[src/rtl/pw_enc_pkg.sv]
package pw_enc_pkg;

  typedef enum logic [1:0] {
    ST_IDLE = 2'd0,
    ST_BIT  = 2'd1,
    ST_TAIL = 2'd2
  } enc_state_e;

  // total length in cycles of one bit, gap included
  function automatic int bit_cycles(input logic b, input int zero_c, input int one_c);
    return b ? one_c : zero_c;
  endfunction

  // requested bit count limited to the word width
  function automatic int clamp_bits(input int n, input int w);
    return (n > w) ? w : n;
  endfunction

  function automatic int max3(input int a, input int b, input int c);
    int m;
    m = (a > b) ? a : b;
    return (m > c) ? m : c;
  endfunction

endpackage

[src/rtl/pw_enc_timer.sv]
module pw_enc_timer #(
  parameter int TW = 8
) (
  input  logic          clk,
  input  logic          rst_n,
  input  logic          clr_i,
  input  logic          en_i,
  output logic [TW-1:0] cnt_o
);

  logic [TW-1:0] cnt_q;

  always_ff @(posedge clk or negedge rst_n) begin
    if (!rst_n)      cnt_q <= '0;
    else if (clr_i)  cnt_q <= '0;
    else if (en_i)   cnt_q <= cnt_q + TW'(1);
  end

  assign cnt_o = cnt_q;

  // a clear always brings the counter back to zero on the next cycle
  p_clear_zero_r2: assert property (@(posedge clk) disable iff (!rst_n)
    clr_i |=> (cnt_o == '0));

endmodule

[src/rtl/pw_enc_shifter.sv]
module pw_enc_shifter #(
  parameter int DATA_W = 16,
  parameter int CNT_W  = 5
) (
  input  logic              clk,
  input  logic              rst_n,
  input  logic              load_i,
  input  logic [DATA_W-1:0] data_i,
  input  logic [CNT_W-1:0]  count_i,
  input  logic              shift_i,
  output logic              cur_bit_o,
  output logic              last_bit_o
);

  logic [DATA_W-1:0] sh_q;
  logic [CNT_W-1:0]  rem_q;

  always_ff @(posedge clk or negedge rst_n) begin
    if (!rst_n) begin
      sh_q  <= '0;
      rem_q <= '0;
    end else if (load_i) begin
      sh_q  <= data_i;
      rem_q <= count_i;
    end else if (shift_i) begin
      sh_q  <= sh_q >> 1;
      rem_q <= rem_q - CNT_W'(1);
    end
  end

  assign cur_bit_o  = sh_q[0];
  assign last_bit_o = (rem_q == CNT_W'(1));

  // a bit is never finished when none remain
  p_no_underflow_r9: assert property (@(posedge clk) disable iff (!rst_n)
    shift_i |-> (rem_q != '0));

endmodule

[src/rtl/pw_enc_tx.sv]
module pw_enc_tx
  import pw_enc_pkg::*;
#(
  parameter int DATA_W    = 16,
  parameter int PAUSE_CYC = 20,
  parameter int ZERO_CYC  = 60,
  parameter int ONE_CYC   = 100,
  localparam int CNT_W    = $clog2(DATA_W + 1)
) (
  input  logic              clk,
  input  logic              rst_n,
  input  logic              start_i,
  input  logic [DATA_W-1:0] data_i,
  input  logic [CNT_W-1:0]  nbits_i,
  output logic              carrier_o,
  output logic              busy_o,
  output logic              done_o,
  output logic              tmr_restart_o
);

  localparam int LONGEST = max3(PAUSE_CYC, ZERO_CYC, ONE_CYC);
  localparam int TW      = $clog2(LONGEST + 1);

  initial begin
    p_param_order_r4: assert (PAUSE_CYC > 0 && PAUSE_CYC < ZERO_CYC &&
                              PAUSE_CYC < ONE_CYC && ZERO_CYC != ONE_CYC);
  end

  enc_state_e    state_q, state_d;
  logic [TW-1:0] cnt;
  logic          cur_bit, last_bit;
  logic          done_q, restart_q;

  // named events used by the datapath and the assertions
  logic             start_ok;
  logic             bit_end;
  logic             tail_end;
  logic             in_gap;
  logic [CNT_W-1:0] cnt_load;

  assign cnt_load = CNT_W'(clamp_bits(int'(nbits_i), DATA_W));
  assign start_ok = start_i && (state_q == ST_IDLE);
  assign bit_end  = (state_q == ST_BIT) &&
                    (cnt == TW'(bit_cycles(cur_bit, ZERO_CYC, ONE_CYC) - 1));
  assign tail_end = (state_q == ST_TAIL) && (cnt == TW'(PAUSE_CYC - 1));
  assign in_gap   = (state_q == ST_TAIL) ||
                    ((state_q == ST_BIT) && (cnt < TW'(PAUSE_CYC)));

  pw_enc_timer #(.TW(TW)) u_timer (
    .clk   (clk),
    .rst_n (rst_n),
    .clr_i (start_ok | bit_end | tail_end),
    .en_i  (state_q != ST_IDLE),
    .cnt_o (cnt)
  );

  pw_enc_shifter #(.DATA_W(DATA_W), .CNT_W(CNT_W)) u_shift (
    .clk        (clk),
    .rst_n      (rst_n),
    .load_i     (start_ok),
    .data_i     (data_i),
    .count_i    (cnt_load),
    .shift_i    (bit_end),
    .cur_bit_o  (cur_bit),
    .last_bit_o (last_bit)
  );

  always_comb begin
    state_d = state_q;
    unique case (state_q)
      ST_IDLE: if (start_ok) state_d = (cnt_load == '0) ? ST_TAIL : ST_BIT;
      ST_BIT:  if (bit_end)  state_d = last_bit ? ST_TAIL : ST_BIT;
      ST_TAIL: if (tail_end) state_d = ST_IDLE;
      default: state_d = ST_IDLE;
    endcase
  end

  always_ff @(posedge clk or negedge rst_n) begin
    if (!rst_n) begin
      state_q   <= ST_IDLE;
      done_q    <= 1'b0;
      restart_q <= 1'b0;
    end else begin
      state_q   <= state_d;
      done_q    <= tail_end;
      restart_q <= tail_end;
    end
  end

  assign carrier_o     = !in_gap;
  assign busy_o        = (state_q != ST_IDLE);
  assign done_o        = done_q;
  assign tmr_restart_o = restart_q;

  p_idle_carrier_r11: assert property (@(posedge clk) disable iff (!rst_n)
    !busy_o |-> carrier_o);

  p_start_gap_r2: assert property (@(posedge clk) disable iff (!rst_n)
    (start_i && !busy_o) |=> (busy_o && !carrier_o));

  p_done_single_r7: assert property (@(posedge clk) disable iff (!rst_n)
    done_o |=> !done_o);

  p_done_idle_r7: assert property (@(posedge clk) disable iff (!rst_n)
    done_o |-> (!busy_o && tmr_restart_o));

  p_done_after_frame_r6: assert property (@(posedge clk) disable iff (!rst_n)
    done_o |-> $past(busy_o && !carrier_o));

  p_busy_start_ignored_r10: assert property (@(posedge clk) disable iff (!rst_n)
    (busy_o && !tail_end) |=> busy_o);

  p_bit_bound_r4: assert property (@(posedge clk) disable iff (!rst_n)
    (state_q == ST_BIT) |-> (cnt < TW'(LONGEST)));

endmodule

[config.mk]
export PLATFORM = sky130hd
export DESIGN_NAME = pw_enc_tx
export DESIGN_NICKNAME = d
export VERILOG_FILES = /design/src/rtl/pw_enc_pkg.sv /design/src/rtl/pw_enc_timer.sv /design/src/rtl/pw_enc_shifter.sv /design/src/rtl/pw_enc_tx.sv
export SDC_FILE = /design/constraint.sdc
export NUM_CORES = 1
export LEC_CHECK = 0
export CORE_ASPECT_RATIO = 2
export CORE_MARGIN = 8
export CORE_UTILIZATION = 50
export DETAILED_ROUTE_END_ITERATION = 8
export DONT_BUFFER_PORTS = 1
export GPL_TIMING_DRIVEN = 0
export MAX_ROUTING_LAYER = met4
export PLACE_DENSITY = 0.7
export RECOVER_POWER = 50
export SETUP_SLACK_MARGIN = 0.02
export SLEW_MARGIN = 30
export SYNTH_ARGS = -nofsm -noshare
export SYNTH_HDL_FRONTEND = slang
export SYNTH_SLANG_ARGS = --single-unit
[constraint.sdc]
create_clock -name clk -period 2.72 [get_ports clk]
set_input_delay 0.544 -clock clk [delete_from_list [all_inputs] [get_ports clk]]
set_output_delay 0.544 -clock clk [all_outputs]
set_load 0.1 [all_outputs]
==> flow_metrics.tcl, run 1 <==
set metrics [dict create \
    slew_headroom_pct -9.91 \
    cts_root_buf "clkbuf_8" \
    ys_ff_latch 31 \
    synth_top_area_share_pct 43.4 \
    rows 31 \
    failed_checks "capacitance limit, slew limit" \
    ff_latch_area_um2 776 \
    diodes 0 \
    syn_nets 188 \
    cp_cell_sequence "clkbuf_1 -> and2b_1 -> a31oi_4" \
    cts_tree "yes" \
    maxCapViolations 1 \
    postCtsHoldBufs 1 \
    syn_area_per_cell_um2 11.1 \
    syn-instance-count 161 \
    grt_pass1_vias 1286 \
    arrival_ns 1.73 \
    p_leak_uw 0.000821 \
    postRouteAntennaNets 0 \
    hold_depth 2 \
    skew_ns 0.00533 \
    die_area_mm2 0.00586 \
    worstSetupStartpointType "register" \
    wl_per_cell_um 15.5 \
    post-cts-setup-buffers 0 \
    place_congestion 0.831 \
    dp_hpwl_mm 2.48 \
    clock_sinks 31 \
    ys_seq_area_share_pct 43.4 \
    final_area_mm2 0.00195 \
    clk_pin_slew_worst_paths_ns 0.06 \
    drive_above_1_share_pct 28.8 \
    rrSetupSlack_ns 0.70 \
    post_dp_cell_area_mm2 0.00187 \
    cts_resized 0 \
    syn_area_mm2 0.00179 \
    synth.area.top_cells "dfrtp_1 (43%), mux2_2 (14%), mux2_4 (7.6%)" \
    required_ns 2.18 \
    finalHoldWorstSlack_ns 0.402 \
    min_period_ns 2.28 \
    critical_path_class "reg -> out" \
    area_delta_synth_final_pct 9.02 \
    min_period_over_period_pct 83.7 \
    hold_viol 0 \
    core_mm2 0.00353 \
    worstMarginPinSlew_ns 1.65 \
    setup.worst_path.end_class "primary output" \
    hp-class "in -> reg" \
    grt_pass1_wl_mm 5.97 \
    port_buffers 0 \
    nFillCells 313 \
    rsz0062_at_grt "false" \
    dr_total_vias 1226 \
    cts_max_path_buffers 2 \
    holdCritStartpoint "data_i[15]" \
    max-vdd-ir-drop_uv 790 \
    multiInputGateArea_um2 942 \
    pin_count 28 \
    dr.pass1.iters 4 \
    maxSlewViolCount 32 \
    power.density_mw_per_mm2 1080 \
    r2r_cells 5 \
    via_per_inst 5.60 \
    ys_warn_count 0 \
    fin_tns_setup_ns 0 \
    cp_num_buf_inv 1 \
    worst_r2r_startpoint "state_q[0]" \
    grt_max_degree 32 \
    start_util_pct 50.7 \
    fmaxAchievable_mhz 439 \
    nets 196 \
    cts_buffers 5 \
    wl_mm 3.39 \
    cts_max_level 2 \
    cp_top_family "compound AO/OA/AOI/OAI gates" \
    whs_endpoint "u_shift.sh_q[15]" \
    yosys.area.top_type "dfrtp_1" \
    crit_fanout 7 \
    r2r-end "u_shift.sh_q[2]" \
    grt_overflow 0 \
    die_w_um 58.3 \
    setup_viol 0 \
    cp_slowest_cell "a31oi_4" \
    grt_usage_pct 13.3 \
    drc 0 \
    antenna_found_initial 0 \
    fp.dieH_um 101 \
    status "finished with violations" \
    drt_first_iter_violations 44 \
    clock_latency_ns 0.28 \
    critical-path-max-stage-delay_ns 0.65 \
    ys_types 35 \
]
==> logic make-up after synthesis <==
| logic type | after synthesis | synth area share [%] |
|---|---|---|
| flops | 31 | 43.4 |
| fa+ha+maj | 3 | 2.10 |
| xor+xnor | 3 | 1.47 |
| simple gates | 48 | 15.2 |
| buf+inv | 14 | 4.83 |
| compound gates | 31 | 11.7 |
| mux | 31 | 21.4 |
==> cell usage in the layout (no fill, tap or decap), drive strengths merged, types with 5 or more instances in the layout <==
master / instances
a31oi: 6
buf: 5
clkbuf: 9
dfrtp: 31
inv: 8
mux2: 31
nand2: 14
nand3: 9
nor2: 9
o211ai: 6
o21ai: 10
==> cells in the mapped netlist <==
library cell  number
dfrtp_1           31
mux2_2            22
nand2_1           13
o21ai_0           10
mux2_4             9
nand3_1            9
nor2_1             9
inv_1              8
a31oi_1            6
o211ai_1           5
a21oi_1            4
buf_6              4
ha_1               3
nor3_1             3
nor4b_1            3
nor2b_1            2
xnor2_1            2
a2bb2oi_1          1
a32o_1             1
and2b_1            1
and3_1             1
and3b_1            1
and4bb_2           1
and4bb_4           1
buf_4              1
clkbuf_1           1
nand2_4            1
nor3b_2            1
o2111ai_1          1
o211ai_4           1
o21a_1             1
o31ai_1            1
or3_2              1
or4_1              1
xor2_1             1
==> power breakdown <==
group	switching [uW]	internal, uW	leakage, uW	total (uW)
registers	157	662	0.000386	818
clock network	163	179	0.0000422	342
logic	494	450	0.000393	944
==> sequential cells by signal, summed over array words and instances (netlist names) <==
name / count
u_shift.sh_q: 16
u_timer.cnt_o: 7
u_shift.rem_q: 5
state_q: 2
tmr_restart_o: 1
==> through the flow <==
stage / std cells / util, % / setup WS, ns / total power [uW]
after global routing: 219 / 55.3 / 0.389 / 2270
final: 219 / 55.3 / 0.443 / 2100
after CTS: 219 / 55.7 / 0.438 / 2130
after detailed placement: 210 / 52.9 / 0.685 / 1760
after floorplan: 161 / - / 0.452 / 1600
after global placement: 210 / 52.6 / 0.366 / 1720
==> routing by layer <==
metal | vias up | GRT usage [%] | wire length [um]
li1 | 599 | - | -
met1 | 590 | 16.1 | 1560
met2 | 30 | 19.2 | 1580
met3 | 7 | 4.73 | 187
met4 | 0 | 6.08 | 63
met5 | - | - | 0
==> worst max path at each step <==
stage,endpoint,from,cells after the start
final,carrier_o,state_q[0],3
after global routing,carrier_o,state_q[0],3
after CTS,carrier_o,state_q[0],3
after detailed placement,u_shift.sh_q[2],state_q[0],5
after global placement,carrier_o,state_q[0],3
after floorplan,carrier_o,state_q[0],3
==> final cells by class <==
class | count | share of cell area [%]
Buffer | 6 | 2.89
Clock buffer | 7 | 3.91
Clock inverter | 1 | 0.257
Inverter | 8 | 1.54
Multi-Input combinational cell | 116 | 48.3
Sequential cell | 31 | 39.8
Tap cell | 49 | 3.14
Timing Repair Buffer | 1 | 0.192
Power figures use the tool's default switching activity.
==> inputs of run 2 (changes only) <==
--- a/config.mk
+++ b/config.mk
@@ -12,7 +12,7 @@
 export DONT_BUFFER_PORTS = 1
 export GPL_TIMING_DRIVEN = 0
 export MAX_ROUTING_LAYER = met4
-export PLACE_DENSITY = 0.7
+export PLACE_DENSITY = 0.73
 export RECOVER_POWER = 50
 export SETUP_SLACK_MARGIN = 0.02
 export SLEW_MARGIN = 30
==> constraint.sdc (replaced) <==
create_clock -name clk -period 2 [get_ports clk]
set_input_delay 0.4 -clock clk [delete_from_list [all_inputs] [get_ports clk]]
set_output_delay 0.4 -clock clk [all_outputs]
set_load 0.1 [all_outputs]
==> flow_metrics.tcl, run 2 (synthesized netlist as in run 1, its figures left out) <==
set metrics [dict create \
    r2r_cells 4 \
    fp.dieH_um 101 \
    grt_usage_pct 13.7 \
    grt_overflow 0 \
    whs_endpoint "u_shift.sh_q[15]" \
    port_buffers 0 \
    failed_checks "setup timing" \
    met3WireLength_um 212 \
    hold_depth 2 \
    top_register "u_shift.sh_q" \
    cts_root_buf "clkbuf_8" \
    largest_reg_flops 16 \
    worstMarginPinSlew_ns 0.842 \
    worst_slack_ns -0.0232 \
    wl_met1_mm 1.63 \
    rows 31 \
    critical-path-max-stage-delay_ns 0.61 \
    pin_count 28 \
    drive_above_1_share_pct 34.5 \
    finalPower_uw 3080 \
    maxCapViolations 0 \
    crit_fanout 7 \
    setup_viol 1 \
    post-place-cells 210 \
    setup.worst_path.end_class "primary output" \
    cp_num_buf_inv 0 \
    r2r-end "u_shift.sh_q[13]" \
    cp_slowest_cell "a31oi_4" \
    fmaxAchievable_mhz 494 \
    final_util_pct 57.1 \
    die_w_um 58.3 \
    clock_sinks 31 \
    arrival_ns 1.62 \
    dr_wl_met2_mm 1.70 \
    skew_ns 0.00495 \
    cp_cell_sequence "and2b_2 -> a31oi_4" \
    grt_max_degree 32 \
    hp-class "in -> reg" \
    wl_per_cell_um 16.4 \
    cts_max_path_buffers 2 \
    worst_r2r_startpoint "state_q[0]" \
    via_per_inst 5.62 \
    postRouteAntennaNets 0 \
    die_area_mm2 0.00586 \
    worstSetupStartpointType "register" \
    cp_top_family "compound AO/OA/AOI/OAI gates" \
    antenna_found_initial 0 \
    place_ws_ns -0.0563 \
    max-vdd-ir-drop_uv 805 \
    start_util_pct 50.7 \
    status "finished with violations" \
    hold_viol 0 \
    maxSlewViolCount 0 \
    diodes 0 \
    area_delta_synth_final_pct 12.6 \
    final_area_mm2 0.00201 \
    cts_tree "yes" \
    rsz0062_at_grt "true" \
    slew_headroom_pct 43.8 \
    top_layer "met4" \
    drc 0 \
    nets 197 \
    power.density_mw_per_mm2 1530 \
    critical_path_class "reg -> out" \
    dr_total_vias 1236 \
    wl_mm 3.61 \
    drt_first_iter_violations 34 \
    core_mm2 0.00353 \
    grt_pass1_vias 1284 \
    dp_hpwl_mm 2.54 \
    min_period_ns 2.02 \
    post_dp_cell_area_mm2 0.00187 \
    required_ns 1.60 \
    clk_pin_slew_worst_paths_ns 0.07 \
    dr.pass1.iters 4 \
    cts_max_level 2 \
    clock_latency_ns 0.29 \
    rrSetupSlack_ns 0.03 \
    layout_commonest_cell "dfrtp_1" \
    cts_buffers 5 \
    place_congestion 0.834 \
    layout_common_cells "dfrtp_1 (28), mux2_2 (22), nand2_1 (13)" \
    holdCritStartpoint "data_i[15]" \
    p_leak_uw 0.000846 \
    instances_no_fill 220 \
    grt_pass1_wl_mm 6.13 \
    min_period_over_period_pct 101 \
]
-- run 2: routing by layer --
| layer | up-vias | track usage, % |
|---|---|---|
| li1 | 606 | - |
| met1 | 593 | 16.6 |
| met2 | 29 | 20.1 |
| met3 | 8 | 4.35 |
| met4 | 0 | 6.27 |
| met5 | - | - |
-- run 2: cell type report --
type	count	area (um^2)
fillers	300	1520
multi-input cells	116	951
flip-flops and latches	31	779
clock buffers	6	82.6
well taps	49	61.3
plain buffers	5	52.6
clock inverters	2	35.0
inverters	8	30.0
repair buffers	3	22.5
-- run 2: worst max-delay path by stage --
stage                          start               end  slack, ns  cells past startpoint
final                     state_q[0]         carrier_o      -0.02                      2
after global routing      state_q[1]         carrier_o      -0.06                      4
after CTS                 state_q[1]         carrier_o      -0.02                      3
after detailed placement  state_q[0]   u_shift.sh_q[9]      -0.06                      5
after global placement    state_q[0]  u_shift.sh_q[12]      -0.02                      5
after floorplan           state_q[0]  u_shift.sh_q[10]       0.17                      5
-- run 2: timing repair --
| action | 4_1_cts | 5_1_grt |
|---|---|---|
| resized for setup | 4 | 2 |
| hold buffers | 2 | 0 |
| endpoints found under the hold margin | 31 | 0 |
| pin swaps | 1 | 0 |
| endpoints found under the setup margin | 13 | 17 |
| setup buffers | 1 | 0 |
-- run 2: power breakdown --
part	internal (uW)	switching, uW
Combinational	627	679
Clock	403	237
Sequential	903	235
Total	1930	1150
-- run 2: through the flow --
step                      hold slack, ns  TNS (ns)
after detailed placement           0.105    -0.486
after global placement             0.105    -0.207
after global routing               0.235    -0.562
after floorplan                    0.104         0
final                              0.232   -0.0232
after CTS                          0.227   -0.0184
-- run 2: worst reg2reg max path, stage by stage (launching register included) --
cell and delay (ns):
dfrtp_1 0.46, nor3b_2 0.57, buf_6 0.24, mux2_2 0.34, mux2_4 0.26
==> inputs of run 3 (changes only) <==
--- a/config.mk
+++ b/config.mk
@@ -5,6 +5,7 @@
 export SDC_FILE = /design/constraint.sdc
 export NUM_CORES = 1
 export LEC_CHECK = 0
+export ABC_AREA = 1
 export CORE_ASPECT_RATIO = 2
 export CORE_MARGIN = 8
 export CORE_UTILIZATION = 50
==> flow_metrics.tcl, run 3 <==
set metrics [dict create \
    diodes 0 \
    layout_common_cells "nand2_1 (70), dfrtp_1 (28), inv_1 (19)" \
    ys_ff_latch 31 \
    antenna_found_initial 0 \
    syn_area_per_cell_um2 8.32 \
    setup.worst_path.start "u_timer.cnt_o[5]" \
    crit_fanout 5 \
    port_buffers 0 \
    wl_per_cell_um 14.4 \
    place_congestion 0.886 \
    slew_headroom_pct 48.9 \
    syn_area_mm2 0.00188 \
    maxSlewViolCount 0 \
    final_util_pct 58.6 \
    r2r-end "u_timer.cnt_o[1]" \
    start_util_pct 52.1 \
    rows 31 \
    yosys.area.top_type "dfrtp_1" \
    grt_overflow 0 \
    arrival_ns 1.55 \
    crit_end "carrier_o" \
    max-vdd-ir-drop_uv 806 \
    required_ns 1.60 \
    rrSetupSlack_ns 0.14 \
    yosysMostFrequentCell "nand2_1" \
    via_per_inst 5.16 \
    ys.flop_type "dfrtp_1" \
    rsz0062_at_grt "false" \
    cts_max_level 2 \
    finalPower_uw 2700 \
    die_area_mm2 0.00610 \
    hold_viol 0 \
    postRouteAntennaNets 0 \
    setup_viol 0 \
    grt_usage_pct 15.7 \
    nets 265 \
    grt_pass1_vias 1593 \
    setup.worst_path.end_class "primary output" \
    area_delta_synth_final_pct 12.3 \
    wl_mm 4.13 \
    clock_latency_ns 0.28 \
    synth.area.top_cells "dfrtp_1 (41%), nand2_1 (14%), o211ai_2 (8.6%)" \
    place_ws_ns 0.0173 \
    worst_r2r_startpoint "state_q[0]" \
    r2r_cells 6 \
    post-place-cells 275 \
    cts_max_path_buffers 2 \
    hp-class "in -> reg" \
    worstMarginPinSlew_ns 0.766 \
    layout_commonest_cell "nand2_1" \
    min_period_ns 1.95 \
    clock_sinks 31 \
    cts_root_buf "clkbuf_8" \
    maxCapViolations 0 \
    power.density_mw_per_mm2 1280 \
    dr.pass1.iters 4 \
    pin_count 28 \
    drive_above_1_share_pct 23.0 \
    cts_tree "yes" \
    dp_hpwl_mm 3.24 \
    syn-instance-count 226 \
    synth_top_area_share_pct 41.3 \
    nFillCells 324 \
    synth_edf_count 0 \
    critical_path_class "reg -> out" \
    largest_reg_flops 16 \
    grt_max_degree 32 \
    dr_total_vias 1487 \
    ys_types 31 \
    die_w_um 59.4 \
    skew_ns 0.00511 \
    instances_no_fill 288 \
    ys_warn_count 0 \
    worst_slack_ns 0.0530 \
    drt_first_iter_violations 28 \
    ys_seq_area_share_pct 41.3 \
    async_flop_share_pct 100 \
    synth_common_cells "nand2_1 (71), dfrtp_1 (31), inv_1 (20)" \
    fmaxAchievable_mhz 514 \
    core_mm2 0.00361 \
    status "complete, no violations" \
    drc 0 \
    grt_pass1_wl_mm 7.18 \
    cts_buffers 5 \
    fp.dieH_um 103 \
    clk_pin_slew_worst_paths_ns 0.07 \
    p_leak_uw 0.00102 \
    top_register "u_shift.sh_q" \
    worstSetupStartpointType "register" \
    min_period_over_period_pct 97.4 \
    syn_nets 253 \
]
## run 3: cell count changes after synthesis, sizes merged, moves of 4 or more
cell,delta
nand2,+60
mux2,-31
inv,+16
or2,+11
nor2,+7
o211ai,+7
a31oi,-5
nand3,+5
nand4,+4
## run 3: logic make-up after synthesis
kind of cell               synth area share (%)
and+or+nand+nor                            29.9
buffers and inverters                      9.11
xor gates and xnor gates                   2.79
AOI/OAI and AO/OA                          14.9
adders and majority gates                  2.00
DFF                                        41.3
## run 3: routing by layer
| metal | part of all wire (%) | global-route usage (%) | vias to the layer above |
|---|---|---|---|
| li1 | - | - | 752 |
| met1 | 37 | 14.8 | 694 |
| met2 | 56 | 28.6 | 30 |
| met3 | 3.5 | 3.25 | 11 |
| met4 | 3.3 | 8.16 | 0 |
| met5 | 0 | - | - |
## run 3: cell type report
type                    instances  area (um^2)  area share [%]
plain buffers                   8         78.8            3.73
clock buffers                   8          100            4.74
inverters                      24         96.3            4.56
multi-input cells             163          958            45.4
flip-flops and latches         31          779            36.9
well taps                      49         61.3            2.90
repair buffers                  5         37.5            1.78
## run 3: power by group
part	internal (uW)	switching (uW)	total [uW]	leakage (uW)
logic	378	647	1020	0.000585
registers	898	229	1130	0.000387
clock network	314	231	545	0.0000515
## run 3: per-stage QoR
step / hold WS [ns] / cell area (um^2) / setup TNS (ns)
2_1_floorplan: 0.104 / 1890 / 0
3_3_place_gp: 0.105 / 1950 / -0.0246
3_5_place_dp: 0.105 / 1960 / 0
4_1_cts: 0.239 / 2100 / 0
5_1_grt: 0.243 / 2110 / 0
6_report: 0.243 / 2110 / 0
## run 3: critical path, stage by stage (launching register included)
cell and delay [ns]:
dfrtp_1 0.47, nor2_1 0.14, a31oi_4 0.66
## run 3: timing repair
action | CTS | global route
endpoints found under the setup margin | 4 | 8
endpoints found under the hold margin | 31 | 0
resized for setup | 4 | 4
buffers inserted | 0 | 3
gates cloned | 0 | 0
pin swaps | 0 | 3
hold buffers | 2 | 0
## run 3: worst min-delay path by stage
stage / startpoint / endpoint / slack, ns / cells after the start
after global routing: data_i[15] / u_shift.sh_q[15] / 0.24 / 2
after detailed placement: rst_n / u_shift.sh_q[14] / 0.11 / 0
after floorplan: rst_n / state_q[0] / 0.10 / 0
final: data_i[15] / u_shift.sh_q[15] / 0.24 / 2
after CTS: data_i[15] / u_shift.sh_q[15] / 0.24 / 2
after global placement: rst_n / u_shift.sh_q[14] / 0.11 / 0
